[src/rtl/da_fir_pkg.sv]
package da_fir_pkg;

    typedef enum logic {
        ST_IDLE = 1'b0,
        ST_RUN  = 1'b1
    } run_state_e;

    // Offset-binary weight of one coefficient: bit 1 -> +h, bit 0 -> -h
    function automatic int obc_term(input logic b, input int h);
        return b ? h : -h;
    endfunction

    // Width of one group table word holding a signed sum of k coefficients
    function automatic int group_word_w(input int cw, input int k);
        return cw + $clog2(k) + 1;
    endfunction

endpackage

[src/rtl/da_fir_half_lut.sv]
module da_fir_half_lut #(
    parameter int NT    = 8,
    parameter int K     = 4,
    parameter int CW    = 8,
    parameter int LW    = 11,
    parameter int GBASE = 0,
    parameter int COEF [NT] = '{default: 0}
) (
    input  logic [K-1:0]          bits,
    output logic signed [LW-1:0]  val
);
    import da_fir_pkg::*;

    localparam int HALF = 2 ** (K - 1);

    // Entry for address a with the group's top bit taken as 1
    function automatic int entry(input int a);
        int s;
        s = COEF[GBASE + K - 1];
        for (int i = 0; i < K - 1; i++) begin
            s = s + obc_term(((a >> i) & 1) == 1, COEF[GBASE + i]);
        end
        return s;
    endfunction

    logic signed [LW-1:0] rom [HALF];

    for (genvar a = 0; a < HALF; a++) begin : g_rom
        assign rom[a] = LW'(entry(a));
    end

    logic [K-2:0]         addr;
    logic signed [LW-1:0] word;

    always_comb begin
        addr = bits[K-1] ? bits[K-2:0] : ~bits[K-2:0];
        word = rom[addr];
        val  = bits[K-1] ? word : -word;
    end

endmodule

[src/rtl/da_fir_digit_sum.sv]
module da_fir_digit_sum #(
    parameter int NT = 8,
    parameter int K  = 4,
    parameter int CW = 8,
    parameter int D  = 2,
    parameter int LW = 11,
    parameter int PW = 15,
    parameter int COEF [NT] = '{default: 0}
) (
    input  logic [D-1:0][NT-1:0] slice,
    input  logic                 sign_dig,
    output logic signed [PW-1:0] part
);
    localparam int G = NT / K;

    logic signed [LW-1:0] lv [D][G];

    for (genvar i = 0; i < D; i++) begin : g_bit
        for (genvar g = 0; g < G; g++) begin : g_grp
            da_fir_half_lut #(
                .NT(NT), .K(K), .CW(CW), .LW(LW), .GBASE(g * K), .COEF(COEF)
            ) u_lut (
                .bits (slice[i][g*K +: K]),
                .val  (lv[i][g])
            );
        end
    end

    always_comb begin
        logic signed [PW-1:0] bsum;
        logic signed [PW-1:0] weighted;
        part = '0;
        for (int i = 0; i < D; i++) begin
            bsum = '0;
            for (int g = 0; g < G; g++) begin
                bsum = bsum + $signed({{(PW-LW){lv[i][g][LW-1]}}, lv[i][g]});
            end
            weighted = bsum <<< i;
            if (sign_dig && (i == D - 1)) part = part - weighted;
            else                          part = part + weighted;
        end
    end

endmodule

[src/rtl/da_fir_halflut.sv]
module da_fir_halflut #(
    parameter int N_TAPS  = 8,
    parameter int SAMP_W  = 8,
    parameter int COEF_W  = 8,
    parameter int DIGIT_W = 2,
    parameter int GROUP_K = 4,
    parameter int COEF [N_TAPS] = '{-128, 127, 5, -3, 60, -90, 1, 17},
    parameter int OUT_W   = COEF_W + SAMP_W + $clog2(N_TAPS) + 1
) (
    input  logic              clk,
    input  logic              rst,
    input  logic              in_valid,
    input  logic [SAMP_W-1:0] in_sample,
    output logic              in_ready,
    output logic              out_done,
    output logic [OUT_W-1:0]  out_result
);
    import da_fir_pkg::*;

    localparam int NDIG = SAMP_W / DIGIT_W;
    localparam int DGW  = (NDIG > 1) ? $clog2(NDIG) : 1;
    localparam int BIW  = (SAMP_W > 1) ? $clog2(SAMP_W) : 1;
    localparam int G    = N_TAPS / GROUP_K;
    localparam int LW   = group_word_w(COEF_W, GROUP_K);
    localparam int PW   = LW + $clog2(G) + DIGIT_W + 1;
    localparam int AW   = OUT_W + 1;

    function automatic int coef_sum();
        int s;
        s = 0;
        for (int k = 0; k < N_TAPS; k++) s = s + COEF[k];
        return s;
    endfunction

    localparam int HSUM = coef_sum();

    run_state_e           st;
    logic [DGW-1:0]       dig;
    logic [SAMP_W-1:0]    taps [N_TAPS];
    logic signed [AW-1:0] acc;
    logic signed [AW-1:0] acc_next;
    logic signed [AW-1:0] part_x;
    logic signed [AW-1:0] res_full;
    logic signed [PW-1:0] part;
    logic [DIGIT_W-1:0][N_TAPS-1:0] slice;
    logic                 sign_dig;

    // Gather the current digit of every stored sample
    always_comb begin
        logic [BIW-1:0] bpos;
        for (int i = 0; i < DIGIT_W; i++) begin
            bpos = BIW'(int'(dig) * DIGIT_W + i);
            for (int k = 0; k < N_TAPS; k++) begin
                slice[i][k] = taps[k][bpos];
            end
        end
        sign_dig = (dig == DGW'(NDIG - 1));
    end

    da_fir_digit_sum #(
        .NT(N_TAPS), .K(GROUP_K), .CW(COEF_W), .D(DIGIT_W),
        .LW(LW), .PW(PW), .COEF(COEF)
    ) u_digit (
        .slice    (slice),
        .sign_dig (sign_dig),
        .part     (part)
    );

    always_comb begin
        part_x   = $signed({{(AW-PW){part[PW-1]}}, part});
        acc_next = (acc <<< DIGIT_W) + part_x;
        res_full = acc_next - AW'(HSUM);
    end

    assign in_ready = (st == ST_IDLE);

    always_ff @(posedge clk) begin
        if (rst) begin
            st         <= ST_IDLE;
            dig        <= '0;
            acc        <= '0;
            out_done   <= 1'b0;
            out_result <= '0;
            for (int k = 0; k < N_TAPS; k++) taps[k] <= '0;
        end else begin
            out_done <= 1'b0;
            case (st)
                ST_IDLE: begin
                    if (in_valid) begin
                        for (int k = N_TAPS - 1; k > 0; k--) taps[k] <= taps[k-1];
                        taps[0] <= in_sample;
                        dig     <= DGW'(NDIG - 1);
                        acc     <= '0;
                        st      <= ST_RUN;
                    end
                end
                default: begin
                    if (dig == '0) begin
                        out_result <= res_full[OUT_W:1];
                        out_done   <= 1'b1;
                        acc        <= '0;
                        st         <= ST_IDLE;
                    end else begin
                        acc <= acc_next;
                        dig <= dig - 1'b1;
                    end
                end
            endcase
        end
    end

    AST_DONE_AFTER_RUN: assert property (@(posedge clk) disable iff (rst)
        out_done |-> $past(st == ST_RUN));
    AST_DONE_ONE_CYCLE: assert property (@(posedge clk) disable iff (rst)
        out_done |=> !out_done);
    AST_DIG_IN_RANGE: assert property (@(posedge clk) disable iff (rst)
        (st == ST_RUN) |-> (int'(dig) < NDIG));
    AST_READY_DROPS: assert property (@(posedge clk) disable iff (rst)
        (in_ready && in_valid) |=> !in_ready);
    AST_TAPS_FROZEN: assert property (@(posedge clk) disable iff (rst)
        (st == ST_RUN) |=> ($stable(taps[0]) && $stable(taps[N_TAPS-1])));
    AST_RESULT_HOLD: assert property (@(posedge clk) disable iff (rst)
        !out_done |-> $stable(out_result));

endmodule

[config.mk]
export PLATFORM = sky130hd
export DESIGN_NAME = da_fir_halflut
export DESIGN_NICKNAME = d
export VERILOG_FILES = /design/src/rtl/da_fir_pkg.sv /design/src/rtl/da_fir_half_lut.sv /design/src/rtl/da_fir_digit_sum.sv /design/src/rtl/da_fir_halflut.sv
export SDC_FILE = /design/constraint.sdc
export NUM_CORES = 1
export LEC_CHECK = 0
export BUFFER_PORTS_ARGS = -buffer_cell sky130_fd_sc_hd__buf_2
export CELL_PAD_IN_SITES_DETAIL_PLACEMENT = 0
export CELL_PAD_IN_SITES_GLOBAL_PLACEMENT = 1
export CORE_ASPECT_RATIO = 0.6
export CORE_UTILIZATION = 54
export CTS_CLUSTER_SIZE = 10
export DETAILED_ROUTE_END_ITERATION = 10
export PLACE_DENSITY = 0.91
export SYNTH_ARGS = -nofsm -noshare
export SYNTH_HDL_FRONTEND = slang
export SYNTH_HIERARCHICAL = 1
export SYNTH_SLANG_ARGS = --single-unit
[constraint.sdc]
create_clock -name clk -period 11.6 [get_ports clk]
set_input_delay 1.74 -clock clk [delete_from_list [all_inputs] [get_ports clk]]
set_output_delay 1.74 -clock clk [all_outputs]
set_load 0.005 [all_outputs]
==> summary.txt <==
setup TNS - 0 ps
post-DP HPWL - 12.3 mm
clk slew on worst S/H paths - 80 ps
Clock Latency Late Sink - 350 ps
TritonCTS clock tree - done
Post-synth EDFFs - 64
row count - 34
number of port buffers - 32
area of the die - 15400 um2
hold path cells - 2
Crit Path Category - flop to flop
Placed Instances - 1001
ys flop type - edfxtp_1
Setup WS post-layout - 3370 ps
Async SR Flop Fraction - 0
RePlAce Congestion - 0.905
syn nets - 901
share of cells above drive strength 1 - 0.144
Synth top area share - 0.239
Rel. slew slack - 0.278
H-tree levels - 3
Yosys warning total - 6
Non-Filler Instances - 1017
Core Box Area - 14500 um2
Synth Instances - 823
Syn Area/Cell - 9.77 um2
Clock Skew - 16.0 ps
delay-heaviest family, CP - compound AO/OA/AOI/OAI gates
Clock Sinks - 107
hold_buf cts - 0
cell at the slowest stage of the critical path - dfxtp_1
Worst-Margin Slew - 1080 ps
post-route DRC violation count - 0
CTS root buffer - clkbuf_16
WP data arrival - 8490 ps
largest cells by area after synthesis - edfxtp_1, dfxtp_1, ha_1
CP startpoint kind - flop
first-pass GRT wire length - 26.5 mm
Final ANT Viol Nets - 0
final wirelength - 16.1 mm
WP data required - 11850 ps
Hold WC Path Type - flop to flop
Ant. Diodes - 0
Fillers - 1218
# IOs - 33
Clock Path Buffers - 2
Area growth syn-to-layout - 5.06%
routed via count - 5852
gr ovfl total - 0
post-CTS resize count - 0
most frequent cells in the layout - nor2_1, and2_1, edfxtp_1
outcome - completed
FF+latch count, synth - 107
die height - 96.5 um
RR Endpoint - out_result[19]
Worst Path Buf+Inv - 0
Period minus WS final - 8230 ps
Placement Setup Slack - 3470 ps
commonest non-fill, non-tap cell in the layout - nor2_1
CP dominant cell by count - xnor2_1
FMAX - 121 MHz
nets - 892
Initial DRC Count - 436
initial antenna violation count - 0
final instance area - 8450 um2
MaxCap Viol Count - 0
vias per cell - 5.75
Num CTS Buffers - 9
final cycle utilization of the critical path - 0.710
Initial Utilization - 0.554
Worst Hold Path EP - out_result[16]
Chip Width - 160 um
worst r2r src - dig[1]
CP peak stage delay - 930 ps
RSZ-0062 raised after global routing - no
cell taking the most area after synthesis - edfxtp_1
Final Setup Violations - 0
max-slew violation count - 0
r2r setup slk - 3370 ps
Overall Global Routing Usage - 0.216
wire per inst - 15.8 um
Pre-antenna DRT Iters - 5
HP Start - out_result[16]
post-CTS setup buffers - 0
crit-path max FO - 19
synthesized area - 8040 um2
reg2reg path depth - 31
vias in the first global route - 5462
Hold Violations, Final - 0
Post-DP Area - 8160 um2
Unique masters post-synth - 78
CP endpoint kind - flop
post-synthesis sequential area ratio - 0.346
largest net degree at the start of global routing - 65
cells in the mapped netlist, types with 5 or more instances:
cell and n:
nor2_1 77, and2_1 67, edfxtp_1 64, ha_1 63, xnor2_1 49, nand2_1 45, a21oi_1 44, dfxtp_1 43
inv_1 36, o21ai_0 30, xor2_1 27, clkbuf_1 24, buf_4 21, a211oi_1 20, a22oi_1 17, mux4_2 16
a21o_1 10, a31oi_1 9, nor3_1 9, nand2b_1 8, a21o_2 7, nand3_1 7, nand4_1 6, nor2b_1 6
o21a_1 5, o21bai_1 5, or3_1 5
worst max path at each step:
stage / from / to / slack (ps) / cells past startpoint
final: dig[1] / out_result[19] / 3370 / 31
after global routing: dig[1] / out_result[17] / 2710 / 31
after CTS: dig[1] / out_result[19] / 3420 / 31
after detailed placement: dig[1] / out_result[19] / 3470 / 31
after global placement: dig[1] / out_result[19] / 3750 / 31
after floorplan: dig[0] / out_result[19] / 4150 / 31
final cells by class:
| class | instances | area (um2) | share of cell area |
|---|---|---|---|
| Tap cell | 198 | 248 | 0.0293 |
| Sequential cell | 107 | 2780 | 0.329 |
| Timing Repair Buffer | 37 | 198 | 0.0234 |
| Inverter | 36 | 135 | 0.0160 |
| Clock buffer | 10 | 229 | 0.0271 |
| Clock inverter | 6 | 56.3 | 0.00667 |
| Multi-Input combinational cell | 623 | 4800 | 0.568 |
routing by layer:
layer  vias up  part of all wire  GRT usage
met2       175              0.43      0.349
met4         0            0.0056     0.0433
met3         8             0.066     0.0363
met1      2761              0.50      0.308
li1       2908                 -          -
met5         -                 0          0
sequential cells by signal (all words and copies together), names as in the netlist:
| name | flops |
|---|---|
| out_result | 20 |
| taps | 64 |
| dig | 2 |
| acc | 19 |
| out_done | 1 |
| st | 1 |
stage by stage:
step / hold WS [ps] / util
floorplan: 448 / -
global placement: 437 / 0.563
detailed placement: 442 / 0.563
CTS: 452 / 0.582
global route: 466 / 0.582
finish: 449 / 0.582
logic make-up after synthesis:
family | share of synthesized area
compound gates | 0.167
xor+xnor | 0.0909
fa+ha+maj | 0.111
buf+inv | 0.0577
flops | 0.346
mux | 0.0501
other cells | 0.00187
simple gates | 0.176
tightest hold or removal path, stage by stage, from the launching register on:
cell and delay [ps]:
dfxtp_1 310, nand2_1 50, a21oi_1 50
Power is left out: the tool's default activity adds up to more than one toggle a clock period on the data nets, which glitch-free logic cannot reach.
